==> src/rtl/mvm_pkg.sv <==
package mvm_pkg;
  typedef enum logic [1:0] {
    FORM_LOAD  = 2'd0,
    FORM_STORE = 2'd1,
    FORM_COPY  = 2'd2,
    FORM_BAD   = 2'd3
  } form_e;

  typedef enum logic [1:0] {
    CLS_LEGACY = 2'd0,
    CLS_EXT    = 2'd1,
    CLS_MASKED = 2'd2,
    CLS_BAD    = 2'd3
  } class_e;

  localparam logic [1:0] VLEN_BAD  = 2'd3;
  localparam logic [3:0] RSV_VALID = 4'b1111;
endpackage

==> src/rtl/mvm_fault_chk.sv <==
module mvm_fault_chk
  import mvm_pkg::*;
#(
  parameter int ADDR_W = 16
) (
  input  form_e             form,
  input  class_e            cls,
  input  logic [1:0]        vlen,
  input  logic [3:0]        rsv_spec,
  input  logic [ADDR_W-1:0] addr,
  output logic              undef,
  output logic              prot
);
  localparam logic [ADDR_W-1:0] BASE_ALIGN = ADDR_W'(16);

  logic [ADDR_W-1:0] align_mask;
  logic              misaligned;

  always_comb begin
    align_mask = (BASE_ALIGN << vlen) - ADDR_W'(1);
    misaligned = |(addr & align_mask);
    undef = (form == FORM_BAD) || (cls == CLS_BAD) || (vlen == VLEN_BAD)
         || ((cls == CLS_LEGACY) && (vlen != 2'd0))
         || ((cls != CLS_LEGACY) && (rsv_spec != RSV_VALID));
    prot  = !undef && (form != FORM_COPY) && misaligned;
  end
endmodule

==> src/rtl/mvm_lane_mux.sv <==
module mvm_lane_mux #(
  parameter int LANE_W = 64,
  localparam int LBE_W = LANE_W / 8
) (
  input  logic [LANE_W-1:0] src_lane,
  input  logic [LANE_W-1:0] old_lane,
  input  logic              active,
  input  logic              write,
  input  logic              zero_mode,
  input  logic              keep_upper,
  input  logic              is_store,
  input  logic              fault,
  output logic [LANE_W-1:0] res_lane,
  output logic [LBE_W-1:0]  be_lane
);
  always_comb begin
    res_lane = '0;
    be_lane  = '0;
    if (!fault) begin
      if (is_store) begin
        res_lane = active ? src_lane : '0;
        be_lane  = (active && write) ? '1 : '0;
      end else if (active) begin
        if (write)           res_lane = src_lane;
        else if (!zero_mode) res_lane = old_lane;
      end else if (keep_upper) begin
        res_lane = old_lane;
      end
    end
  end
endmodule

==> src/rtl/mvm_move_unit.sv <==
module mvm_move_unit
  import mvm_pkg::*;
#(
  parameter int LANE_W    = 64,
  parameter int MAX_LANES = 8,
  parameter int ADDR_W    = 16,
  localparam int DATA_W   = LANE_W * MAX_LANES,
  localparam int BE_W     = DATA_W / 8,
  localparam int LBE_W    = LANE_W / 8
) (
  input  logic                 clk,
  input  logic                 rst_n,
  input  logic                 in_valid,
  output logic                 in_ready,
  input  logic [1:0]           op_form,
  input  logic [1:0]           enc_class,
  input  logic [1:0]           vlen,
  input  logic                 mask_en,
  input  logic                 zero_mode,
  input  logic [MAX_LANES-1:0] lane_mask,
  input  logic [3:0]           rsv_spec,
  input  logic [ADDR_W-1:0]    addr,
  input  logic [DATA_W-1:0]    src_data,
  input  logic [DATA_W-1:0]    old_data,
  output logic                 out_valid,
  input  logic                 out_ready,
  output logic [DATA_W-1:0]    res_data,
  output logic                 reg_we,
  output logic [BE_W-1:0]      byte_en,
  output logic                 fault_prot,
  output logic                 fault_undef
);
  form_e  form;
  class_e cls;
  logic   undef_d, prot_d, fault_d, masking, keep_upper, is_store;
  logic [MAX_LANES-1:0] lane_act, lane_wr;
  logic [DATA_W-1:0]    res_d;
  logic [BE_W-1:0]      be_d;
  logic                 accept;

  assign form       = form_e'(op_form);
  assign cls        = class_e'(enc_class);
  assign masking    = (cls == CLS_MASKED) && mask_en;
  assign keep_upper = (cls == CLS_LEGACY);
  assign is_store   = (form == FORM_STORE);
  assign fault_d    = undef_d || prot_d;

  mvm_fault_chk #(.ADDR_W(ADDR_W)) u_fault (
    .form     (form),
    .cls      (cls),
    .vlen     (vlen),
    .rsv_spec (rsv_spec),
    .addr     (addr),
    .undef    (undef_d),
    .prot     (prot_d)
  );

  for (genvar j = 0; j < MAX_LANES; j++) begin : g_lane
    assign lane_act[j] = (32'(j) < (32'd2 << vlen));
    assign lane_wr[j]  = lane_act[j] && (!masking || lane_mask[j]);

    mvm_lane_mux #(.LANE_W(LANE_W)) u_mux (
      .src_lane   (src_data[j*LANE_W +: LANE_W]),
      .old_lane   (old_data[j*LANE_W +: LANE_W]),
      .active     (lane_act[j]),
      .write      (lane_wr[j]),
      .zero_mode  (zero_mode),
      .keep_upper (keep_upper),
      .is_store   (is_store),
      .fault      (fault_d),
      .res_lane   (res_d[j*LANE_W +: LANE_W]),
      .be_lane    (be_d[j*LBE_W +: LBE_W])
    );
  end

  assign in_ready = !out_valid || out_ready;
  assign accept   = in_valid && in_ready;

  always_ff @(posedge clk or negedge rst_n) begin
    if (!rst_n) begin
      out_valid   <= 1'b0;
      res_data    <= '0;
      reg_we      <= 1'b0;
      byte_en     <= '0;
      fault_prot  <= 1'b0;
      fault_undef <= 1'b0;
    end else if (accept) begin
      out_valid   <= 1'b1;
      res_data    <= res_d;
      reg_we      <= !fault_d && !is_store;
      byte_en     <= be_d;
      fault_prot  <= prot_d;
      fault_undef <= undef_d;
    end else if (out_ready) begin
      out_valid   <= 1'b0;
    end
  end
endmodule

==> config.mk <==
export PLATFORM = sky130hd
export DESIGN_NAME = mvm_move_unit
export DESIGN_NICKNAME = d
export VERILOG_FILES = /design/src/rtl/mvm_pkg.sv /design/src/rtl/mvm_fault_chk.sv /design/src/rtl/mvm_lane_mux.sv /design/src/rtl/mvm_move_unit.sv
export SDC_FILE = /design/constraint.sdc
export NUM_CORES = 1
export LEC_CHECK = 0
export BUFFER_PORTS_ARGS = -buffer_cell sky130_fd_sc_hd__buf_2
export CELL_PAD_IN_SITES_DETAIL_PLACEMENT = 0
export CELL_PAD_IN_SITES_GLOBAL_PLACEMENT = 1
export CORE_AREA = 2 2 648 650
export DETAILED_ROUTE_END_ITERATION = 10
export DIE_AREA = 0 0 650 652
export GPL_TIMING_DRIVEN = 0
export HOLD_SLACK_MARGIN = 0.02
export PLACE_DENSITY_LB_ADDON = 0.1
export SYNTH_ARGS = -nofsm -noshare
export SYNTH_HDL_FRONTEND = slang
export SYNTH_SLANG_ARGS = --single-unit
==> constraint.sdc <==
create_clock -name clk -period 3.4 [get_ports clk]
set_input_delay 0.68 -clock clk [delete_from_list [all_inputs] [get_ports clk]]
set_output_delay 0.68 -clock clk [all_outputs]
set_load 0.005 [all_outputs]
==> results.md <==
- The number of enable flip-flop cells after synthesis is 0.
- The data arrival at the endpoint of the critical path is just over 4 ns.
- The number of remaining DRC errors is 0.
- Across the run, the number of max-cap violations was 0.
- The initial cell density of the core is 0.0630.
- The origin of the critical flop-to-flop path is out_valid.
- The run finished, with violations left.
- The number of cells produced by synthesis is 2,868.
- The setup TNS is -0.00440 ns.
- The worst-case setup margin in the final layout is -0.00440 ns.
- Prior to clock tree synthesis, the placed netlist has a worst setup slack of -3.08 ns.
- Setup repair after global routing left no endpoint under its margin.
- The origin of the worst min-delay path is old_data[225].
- The CTS H-tree depth is 3.
- Setup slack on the worst reg-to-reg path comes out at around 0.39 ns.
- The die footprint is roughly 420,000 um2.
- The number of global-route vias before repair is between 30,000 and 40,000.
- Once layout is complete, the cells apart from fillers number between 10,000 and 15,000.
- For this design the static power due to leakage is about 21 nW.
- The fraction of layout cells with a size suffix above 1 is 0.436.
- The final period utilization is 1.00.
- The maximum resistive drop on vdd is 0.376 mV.
- The number of cell rows is between 200 and 250.
- For this block, the routed nets add up to around 310,000 um of wire.
- The design area is 45,300 um2.
- The classification of the worst setup path is primary input to register.
- The endpoint identified for the worst register-to-register timing path is res_data[296].
- The tree built by TritonCTS fans out to about 520 sinks.
- The total cell area at the placement stage is ~42,000 um2.
- The kind of launch point of the worst setup path is a primary input.
- The slew at the pin closest to its max-slew limit is ~1.2 ns.
- The power density relative to cell area is between 400 and 500 nW/um2.
- The worst hold path belongs to the class primary input to register.
- The layout filler cell count is 48,500.
- The floorplan die width is around 650 um.
- The I/O pin count is approximately 1,600.
- After detailed routing, the number of vias per cell comes to 3.16.
- The final core area utilization is 0.109.
- In this run the mean area of a mapped cell was between 9 and 10 um2.
- Entering global routing, the biggest net connects approximately 90 pins.
- Relative to the synthesized area, the layout overhead comes to 72.7%.
- The maximum buffer depth of the clock tree is 4.
- In the final routed layout, each cell accounts on average for just over 30 um.
- Detailed placement finished with a half-perimeter wire length of between 200,000 and 300,000 um.
- For this run, the register share of the synthesized area comes to 0.500.
- CTS placed an instance of sky130_fd_sc_hd__clkbuf_16 at the clock tree root.
- The length of the first detailed-routing pass in iterations is 5.
- The remaining number of nets flagged by the antenna check after routing is 0.
- In this run the standard cell core region covers 416,000 um2.
- The checks that failed: setup timing.
- The most frequently used flop master after synthesis is sky130_fd_sc_hd__dfrtp_1.
- The number of clock buffers added by TritonCTS is between 90 and 100.
- The sum of overflow across all layers after global routing is 0.
- The clock reaches the later pin of the worst-skew pair after ~0.84 ns.
- The number of nets in the final layout is 5,700.
- The maximum frequency from static timing analysis is around 0.3 GHz.
- The count of buffers added on input and output ports is about 1,600.
- The worst clock skew is 0.0524 ns.
- Counting tap cells, the placed design contains a total of around 10,000 instances.
- Setup violations remaining at the end of the flow were counted as 1.
- Counting instances, the worst hold path has a depth of 2.
- The worst path in the final design needs a cycle of 3.40 ns, including I/O delays and setup.
- The post-synthesis instance area is 26,200 um2.
- The first global-routing pass estimated 389,000 um of wire.
- The number of design-rule violations left by the first detailed-router iteration is 2,110.
- The warning count from the yosys run is 0.
- The number of unique standard cell types used by synthesis is between 40 and 50.
- The CTS tree is yes.
- The worst pin sits at a relative slew slack of 0.211.
- Of all flip-flops after synthesis, the portion carrying an async set or reset was 1.00.
- When the netlist entered floorplanning its net count stood at roughly 3,900.
- Summing over every cut layer, the via total after detailed routing is approximately 33,000.
- Clock-pin slew was measured on the worst setup and hold paths at 0.06 ns.
- The nature of the critical path endpoint is a register.
- The number of antenna violations at the first check in global routing is approximately 360.
- The weighted congestion reported at the end of routability-driven placement is just under 0.9.
- The global-route total usage across every layer is 0.142.
- The count of state elements after synthesis is about 520.
- Of all nets on the critical path, the largest fanout is 10.
- The number of cells on the worst reg-to-reg path is 7.
- The number of failing hold endpoints at the final stage is 0.
- For the worst setup path, the data required time is approximately 4.1 ns.
- The vertical die dimension is 652 um.
- The max-slew violation count is 0.
- The hold-critical path endpoint is res_data[225].
how the worst max path moves through the flow:
stage | startpoint | cells past startpoint | to
floorplan | vlen[1] | 14 | byte_en[23]
global route | vlen[0] | 13 | res_data[356]
CTS | vlen[1] | 14 | res_data[127]
global placement | rst_n | 1 | res_data[407]
finish | vlen[0] | 14 | res_data[37]
detailed placement | vlen[0] | 13 | res_data[242]
metrics by stage:
step           hold slack, ns  total power, mW
4_1_cts                0.0203             20.1
3_5_place_dp            0.459             9.70
6_report                0.124             19.3
2_1_floorplan           0.384             7.51
3_3_place_gp            0.460             9.67
5_1_grt                0.0553             20.4
cells by family after synthesis:
group,after synthesis,share of synthesized area
adders and majority gates,3,0.00143
AOI/OAI and AO/OA,1030,0.248
and+or+nand+nor,943,0.184
buffers and inverters,366,0.0648
muxes,2,0.000764
DFF,524,0.500
report_power, final:
| part | leakage (nW) | internal, mW | switching [mW] |
|---|---|---|---|
| combinational | 12.5 | 1.02 | 2.07 |
| clock | 1.47 | 5.86 | 3.99 |
| sequential | 7.29 | 6.34 | 0.0627 |
| total | 21.2 | 13.2 | 6.12 |
repair_timing:
item | 4_1_cts | 5_1_grt
gates cloned | 1 | 0
hold buffers | 9 | 0
endpoints found under the hold margin | 62 | 0
endpoints found under the setup margin | 522 | 284
gates resized for setup | 74 | 38
setup buffers | 5 | 2
pin swaps | 4 | 2
cell type report:
cell class,count,area [um2],share of cell area
clock buffers,141,2720,0.0601
plain buffers,357,1870,0.0414
multi-input cells,1978,11500,0.254
inverters,5,22.5,0.000498
repair buffers,1673,8680,0.192
clock inverters,24,287,0.00633
diodes,81,203,0.00448
flip-flops and latches,524,13100,0.290
well taps,5497,6880,0.152
critical path, stage by stage:
cell and delay, ns:
sky130_fd_sc_hd__buf_2 0.17, sky130_fd_sc_hd__nor2_4 0.16, sky130_fd_sc_hd__clkinvlp_4 0.14, sky130_fd_sc_hd__clkbuf_8 0.22, sky130_fd_sc_hd__ha_1 0.29, sky130_fd_sc_hd__inv_1 0.04, sky130_fd_sc_hd__a222oi_1 0.77, sky130_fd_sc_hd__a41oi_2 0.24
sky130_fd_sc_hd__or3_1 0.42, sky130_fd_sc_hd__buf_4 0.20, sky130_fd_sc_hd__buf_12 0.18, sky130_fd_sc_hd__buf_8 0.18, sky130_fd_sc_hd__buf_6 0.19, sky130_fd_sc_hd__o21ai_2 0.15
layer usage:
layer	vias up	part of all wire	routed length (um)	global-route usage
met2	1627	0.52	163000	0.265
met5	-	0.0024	755	0
li1	14100	-	-	-
met3	689	0.078	24300	0.0469
met4	114	0.023	7330	0.0232
met1	16000	0.38	118000	0.156
flip-flops by register name, summed over array words and instances, names as in the netlist:
register	cells
out_valid	1
reg_we	1
fault_undef	1
byte_en	8
fault_prot	1
res_data	512
cells in the mapped netlist (4+ instances only):
cell                         n  area (um2)
sky130_fd_sc_hd__nor3b_1   128         961
sky130_fd_sc_hd__buf_2       7        35.0
sky130_fd_sc_hd__inv_1       5        18.8
sky130_fd_sc_hd__and2_1     32         200
sky130_fd_sc_hd__nand2b_1    5        31.3
sky130_fd_sc_hd__buf_4      56         420
sky130_fd_sc_hd__nor2_1      9        33.8
sky130_fd_sc_hd__and3_1    247        1550
sky130_fd_sc_hd__a221o_1    29         290
sky130_fd_sc_hd__o31ai_1     6        45.0
sky130_fd_sc_hd__clkbuf_1  284        1070
sky130_fd_sc_hd__o21ai_0   392        1960
sky130_fd_sc_hd__nand2_1   498        1870
sky130_fd_sc_hd__a31oi_1   375        2350
sky130_fd_sc_hd__dfrtp_1   524       13100
sky130_fd_sc_hd__o21ai_2   100         876
sky130_fd_sc_hd__buf_6      14         158
sky130_fd_sc_hd__a21oi_1     6        30.0
sky130_fd_sc_hd__a22o_1      4        35.0
sky130_fd_sc_hd__a22oi_1   107         803
placed cells by master, fill, tap and decap left out, types with 12 or more instances in the layout:
cell,count
sky130_fd_sc_hd__buf_2,1651
sky130_fd_sc_hd__dfrtp_1,524
sky130_fd_sc_hd__nand2_1,497
sky130_fd_sc_hd__o21ai_0,386
sky130_fd_sc_hd__a31oi_1,375
sky130_fd_sc_hd__clkbuf_1,256
sky130_fd_sc_hd__and3_1,247
sky130_fd_sc_hd__nor3b_1,125
sky130_fd_sc_hd__a22oi_1,107
sky130_fd_sc_hd__o21ai_2,100
sky130_fd_sc_hd__clkbuf_16,96
sky130_fd_sc_hd__diode_2,81
sky130_fd_sc_hd__buf_4,66
sky130_fd_sc_hd__and2_1,31
sky130_fd_sc_hd__clkbuf_2,30
sky130_fd_sc_hd__a221o_1,29
sky130_fd_sc_hd__clkbuf_8,22
sky130_fd_sc_hd__buf_6,14
sky130_fd_sc_hd__clkinv_2,12
Power figures use the tool's default switching activity.
